## src/rtl/sram_ctl.sv

```systemverilog
module sram_ctl #(
  parameter int AW        = 17,
  parameter int DW        = 8,
  parameter int CLK_NS    = 4,
  parameter int ACCESS_NS = 55
) (
  input  logic          clk,
  input  logic          rst_n,
  input  logic          req,
  input  logic          wr,
  input  logic [AW-1:0] addr,
  input  logic [DW-1:0] wdata,
  output logic          ready,
  output logic [DW-1:0] rdata,
  output logic          done,
  output logic [AW-1:0] mem_addr,
  output logic          mem_ce1_n,
  output logic          mem_ce2,
  output logic          mem_we_n,
  output logic          mem_oe_n,
  output logic [DW-1:0] mem_dq_out,
  output logic          mem_dq_oe,
  input  logic [DW-1:0] mem_dq_in
);
  localparam int WAITS_RAW = (ACCESS_NS + CLK_NS - 1) / CLK_NS;
  localparam int WAITS     = (WAITS_RAW < 1) ? 1 : WAITS_RAW;
  localparam int CW        = $clog2(WAITS + 1);

  typedef enum logic [2:0] {S_IDLE, S_SETUP, S_STROBE, S_HOLD, S_GAP} st_t;

  st_t           st;
  logic [CW-1:0] cnt;
  logic          wr_q;
  logic [AW-1:0] addr_q;
  logic [DW-1:0] wdata_q;
  logic          sel;

  always_ff @(posedge clk) begin
    if (!rst_n) begin
      st      <= S_IDLE;
      cnt     <= '0;
      wr_q    <= 1'b0;
      addr_q  <= '0;
      wdata_q <= '0;
      rdata   <= '0;
    end else begin
      case (st)
        S_IDLE: if (req) begin
          addr_q  <= addr;
          wr_q    <= wr;
          wdata_q <= wdata;
          st      <= S_SETUP;
        end
        S_SETUP: begin
          cnt <= CW'(WAITS - 1);
          st  <= S_STROBE;
        end
        S_STROBE: begin
          if (cnt == '0) begin
            if (!wr_q) rdata <= mem_dq_in;
            st <= S_HOLD;
          end else begin
            cnt <= cnt - 1'b1;
          end
        end
        S_HOLD:  st <= wr_q ? S_IDLE : S_GAP;
        default: st <= S_IDLE;
      endcase
    end
  end

  assign sel        = (st == S_SETUP) || (st == S_STROBE) || (st == S_HOLD);
  assign ready      = (st == S_IDLE);
  assign done       = (st == S_HOLD);
  assign mem_addr   = addr_q;
  assign mem_ce1_n  = !sel;
  assign mem_ce2    = sel;
  assign mem_we_n   = !((st == S_STROBE) && wr_q);
  assign mem_oe_n   = !((st == S_STROBE) && !wr_q);
  assign mem_dq_oe  = wr_q && ((st == S_STROBE) || (st == S_HOLD));
  assign mem_dq_out = wdata_q;

  p_idle_parked_r2: assert property (@(posedge clk) disable iff (!rst_n)
    ready |-> (mem_ce1_n && !mem_ce2 && mem_we_n && mem_oe_n && !mem_dq_oe));

  p_addr_steady_r3: assert property (@(posedge clk) disable iff (!rst_n)
    (!mem_ce1_n && $past(!mem_ce1_n)) |-> $stable(mem_addr));

  p_no_contention_r4: assert property (@(posedge clk) disable iff (!rst_n)
    mem_dq_oe |-> mem_oe_n);

  p_we_over_oe_r4: assert property (@(posedge clk) disable iff (!rst_n)
    !mem_we_n |-> mem_oe_n);

  p_data_hold_r4: assert property (@(posedge clk) disable iff (!rst_n)
    ($rose(mem_we_n) && !mem_ce1_n) |-> mem_dq_oe);

  p_done_single_r6: assert property (@(posedge clk) disable iff (!rst_n)
    done |=> !done);

  p_read_turn_r7: assert property (@(posedge clk) disable iff (!rst_n)
    (done && !mem_dq_oe) |=> (!ready && mem_ce1_n));
endmodule

```

## config.mk

```make
export PLATFORM = sky130hd
export DESIGN_NAME = sram_ctl
export DESIGN_NICKNAME = d
export VERILOG_FILES = /design/src/rtl/sram_ctl.sv
export SDC_FILE = /design/constraint.sdc
export NUM_CORES = 1
export LEC_CHECK = 0
export BUFFER_PORTS_ARGS = -buffer_cell sky130_fd_sc_hd__buf_4
export CORE_MARGIN = 2
export CORE_UTILIZATION = 25
export CTS_BUF_LIST = sky130_fd_sc_hd__clkbuf_4 sky130_fd_sc_hd__clkbuf_8
export CTS_CLUSTER_SIZE = 8
export DETAILED_ROUTE_END_ITERATION = 12
export GPL_TIMING_DRIVEN = 0
export HOLD_SLACK_MARGIN = 0.06
export PLACE_DENSITY = 0.49
export SLEW_MARGIN = 0
export SYNTH_ARGS = -nofsm -noshare
export SYNTH_HDL_FRONTEND = slang
export SYNTH_SLANG_ARGS = --single-unit
```

## constraint.sdc

```tcl
create_clock -name clk -period 2.72 [get_ports clk]
set_clock_uncertainty 0.2 [all_clocks]
set_input_delay 0.544 -clock clk [delete_from_list [all_inputs] [get_ports clk]]
set_output_delay 0.544 -clock clk [all_outputs]
set_load 0.05 [all_outputs]
```

# Word-level counts from Yosys, hierarchy flattened
# Cells that the tools add are included.
# W data, S select, Z words.
[totals] regBits=41 in_bits=37 out_inout_bits=40 word_cells=37
[classes] n_addsub=1 n_eq_ne=6 n_mux=6 bitwise=1 reduce_logical=17
[op_table] operator="$pmux W3 S4" count=1
[op_table] operator="$mux W3" count=3
[op_table] operator="$pmux W4 S2" count=1
[op_table] operator="$eq A3 B2 Y1 const B" count=2
[op_table] operator="$ne A2 B2 Y1 const B" count=3
[op_table] operator="$reduce_and A2 Y1" count=3
[op_table] operator="$logic_not A1 Y1" count=4
[op_table] operator="$logic_not A4 Y1" count=1
[op_table] operator="$mux W4" count=1
[op_table] operator="$sub A4 B1 Y4 const B" count=1
[op_table] operator="$eq A3 B1 Y1 const B" count=1
[op_table] operator="$logic_and A1 B1 Y1" count=3
[op_table] operator="$logic_not A3 Y1" count=1
[op_table] operator="$logic_or A1 B1 Y1" count=3
[op_table] operator="$reduce_and A3 Y1" count=1
[op_table] operator="$reduce_bool A2 Y1" count=1
[op_table] operator="$not A1 Y1" count=1

# Longest topological paths before layout
[depth] word_depth=4 ltp_mapped=6 mapped_depth_nobuf=5

# Worst setup path after synthesis
# No wires, ideal clock.
[synth_timing] kind="flip-flop to output port" startpoint="reg st[0]" endpoint="out ready" t_arrival_ps=1621 required_time_ps=1976 setup_slack_ps=355 stages_incl_launch_ff=3 path_buffers=1 path_cell_list="dfxtp_1 -> buf_4 -> nor3_1"
[synth_via] elab_chain_cells=1
[synth_lines] item="from (decl)" line_no="31" text="st_t st;"
[synth_lines] item="from (signal assigned)" line_no="66" text="S_HOLD: st <= wr_q ? S_IDLE : S_GAP;"
[synth_lines] item="$logic_not A3 Y1" line_no="73" text="assign ready = (st == S_IDLE);"
[synth_lines] item="to (decl)" line_no="13" text="output logic ready,"
# Every way passes these cells.

# Worst setup path in the final report
[layout_timing] startpoint="reg st[1]" endpoint="out mem_oe_n"
[layout_via] elab_chain_cells=3
[layout_lines] item="$eq A3 B2 Y1" line_no="79" text="assign mem_oe_n = !((st == S_STROBE) && !wr_q);"
[layout_lines] item="$logic_and A1 B1 Y1" line_no="79"
[layout_lines] item="$logic_not A1 Y1" line_no="79"
[layout_lines] item="to (decl)" line_no="20" text="output logic mem_oe_n,"
# Every way passes these cells.

==> impl_metrics.csv <==
group,metric,value,unit
run_status,status,"finished clean",
cts,clkSlewWorstSetupHoldPaths,0.08,ns
detailed_routing,first_iter_violations,35,
detailed_routing,vias,1622,
finish,final_util,0.3771,
logic_synthesis,synth_edf_count,0,
logic_synthesis,synth-main-ff-cell,"dfxtp_1",
worst_setup_path,worstPathArrival,1.79,ns
logic_synthesis,ys_types,36,
worst_setup_path,critPathMaxStageDelay,0.53,ns
placement,hpwl,3403,um
sta,drv_slew,0,
grt,grt_max_degree,13,
logic_synthesis,synthArstFlopShare,0,
sta,final-hold-violation-count,0,
pwr,p_sw,649.0,uW
sta,final.min_clock_period,2.532,ns
logic_synthesis,synth_warnings,0,
finish,drive_gt1_frac,0.3511,
logic_synthesis,synth_top_cell_by_area,"dfxtp_1",
pwr,leakage,1.109,nW
cts,cts_resized,0,
cts,htreeDepth,2,
detailed_routing,wl_met1,2249,um
grt,grt_overflow_total,0,
worst_setup_path,ff2ff_path_depth,6,
cts,cts_tree,"yes",
grt,grt_pass1_vias,1548,
pwr,p_clk_frac,0.283,
sta,tightestPinTransition,0.5884,ns
pwr,ir_drop,329.2,uV
hold_path,hold_class,"flop to flop",
logic_synthesis,netlist_top_cells_area,"dfxtp_1 46%, nand2_1 11%, a21boi_1 8.5%, a21boi_0 6.0%, nor4b_4 2.7%",
worst_setup_path,cp_cell_sequence,"buf_4, nor4b_4, inv_2, buf_4",
cts,cts_root_buf,"clkbuf_8",
floorplan,initial_core_util,0.2584,
finish,n_antenna_cell,0,
floorplan,core_area,6832,um^2
detailed_routing,postRouteAntennaNets,0,
pwr,p_total,1.842,mW
pwr,swShare,0.3524,
detailed_routing,wl_met3,480,um
cts,clockBufferDepth,2,
floorplan,pin_count,77,
sta,setup_tns,0,ns
pwr,seq_power_share,0.377,
sta,max_freq,395.0,MHz
sta,slew-limit-headroom,0.6061,
logic_synthesis,synth.avg_cell_area,8.916,um^2
sta,fin_crit_sh,0.9308,
worst_setup_path,cpMaxStageDelayCell,"nor4b_4",
logic_synthesis,synth_top_area_frac,0.4649,
floorplan,die_h,88.04,um
grt,grt_first_pass_wirelength,7452,um
worst_setup_path,path_common_cell,"buf_4",
detailed_routing,avgRoutedWirePerCell,12.18,um
detailed_routing,routed_wl,4604,um
worst_setup_path,end_kind,"output pin",
sta,setup_viol,0,
detailed_routing,top_layer_used,"met4",
grt,antenna_found_initial,0,
logic_synthesis,yosysSeqAreaShare,0.4649,
logic_synthesis,synthesis.nets,236,
logic_synthesis,synth_seq_cells,41,
sta,grt_setup_unrepaired,"false",
cts,cts_hold_buf,0,
pwr,p_int,1.193,mW
finish,nNetsFinal,319,
hold_path,min_delay_path_depth,2,
cts,postCtsSetupBuffers,0,
cts,cts_num_sinks,41,
sta,fin_hold_ws,0.2543,ns
pwr,p_per_area,714.8,nW/um^2
finish,synthToLayoutAreaGrowth,45.92,%
cts,clk_latency,0.29,ns
floorplan,rows,30,
logic_synthesis,synth_common_cells,"52 x nand2_1, 41 x dfxtp_1, 20 x a21boi_1",
logic_synthesis,synth_cells,198,
pwr,pwr-share-comb,0.340,
detailed_routing,wl_met2,1827,um
worst_setup_path,crit_type,"flop to output pin",
placement,portBuffers,76,
worst_setup_path,cp-start-kind,"flop",
grt,grtUsageTotal,0.1226,
floorplan,die_area,7750,um^2
detailed_routing,drc,0,
logic_synthesis,synth_area,1765,um^2
worst_setup_path,critPathMaxFanout,10,
detailed_routing,drt_pass1_iterations,4,
detailed_routing,avgViaCountPerCell,4.291,
placement,place.gp.congestion,0.7243,
cts,cts_buffers,5,
flow_run,maxCapViolations,0,
floorplan,dieWidth,88.04,um
worst_setup_path,cp.required,1.98,ns
logic_synthesis,synth_most_common_cell,"nand2_1",
layout make-up:
cell class                      count  area (um^2)
Tap cell                           96        120.1
Buffer                             14        96.34
Clock buffer                        7        90.09
Multi-Input combinational cell    138        829.5
Sequential cell                    41        820.8
Timing Repair Buffer               76        570.5
Fill cell                         746         4255
Inverter                            5        18.77
Clock inverter                      1        30.03
cell families after synthesis:
| logic type | count (synthesis) | share of synthesized area |
|---|---|---|
| simple gates | 84 | 0.2459 |
| compound gates | 50 | 0.2006 |
| flops | 41 | 0.4649 |
| buf+inv | 19 | 0.06520 |
| mux | 2 | 0.01134 |
| xor+xnor | 1 | 0.004962 |
| fa+ha+maj | 1 | 0.007086 |
worst paths after layout:
path	from	slack (ns)	end
setup reg to reg	cnt[0]$_SDFFE_PN0P_	0.78	cnt[1]$_SDFFE_PN0P_
hold / removal	mem_addr[11]$_SDFFE_PN0P_	0.25	mem_addr[11]$_SDFFE_PN0P_
hold reg to reg	mem_addr[11]$_SDFFE_PN0P_	0.25	mem_addr[11]$_SDFFE_PN0P_
setup / recovery	st[1]$_SDFFE_PN0P_	0.19	mem_oe_n
critical path: cells and delay by family, from the launching register on:
| family | cells | cell delay [ns] |
|---|---|---|
| buf+inv | 3 | 0.62 |
| simple gates | 1 | 0.53 |
| flops | 1 | 0.35 |
power by group through the flow:
stage               clock network (mW)  logic, mW  registers, mW
floorplan                            0      0.295          0.847
global placement                     0      0.638          0.709
detailed placement                   0      0.635          0.709
CTS                              0.543      0.636          0.696
global route                     0.568      0.682          0.704
finish                           0.520      0.626          0.695
stage by stage:
step                      area, um^2  instances  setup slack (ns)
after floorplan                 1765        198            0.3548
after global placement          2456        370            0.4537
after detailed placement        2456        370            0.5071
after CTS                       2576        378            0.1505
after global routing            2576        378           0.01997
final                           2576        378            0.1883
layout by cell type (no fill, tap or decap), types with 2 or more instances in the layout:
cell,instances
nor3_1,2
nor2_1,3
a21boi_1,20
nand3_1,8
mux2i_1,2
and2_1,2
nor4b_4,2
clkbuf_8,6
buf_6,4
o21a_1,2
inv_1,4
nand2_1,52
nor3b_1,3
buf_2,2
buf_4,79
o21ai_0,9
clkbuf_1,5
a21boi_0,14
nand2b_1,2
dfxtp_1,41
a211oi_1,2
state kept, by name, summed over array words and instances, names as in the netlist:
signal,count
mem_dq_out,8
wr_q,1
cnt,4
st,3
mem_addr,17
rdata,8
layer usage:
layer	up-vias	global-route usage
li1	837	-
met1	715	0.1615
met2	64	0.1846
met3	6	0.05278
met4	0	0.03306
met5	-	0
No activity file was read; power rests on OpenSTA's default activity.
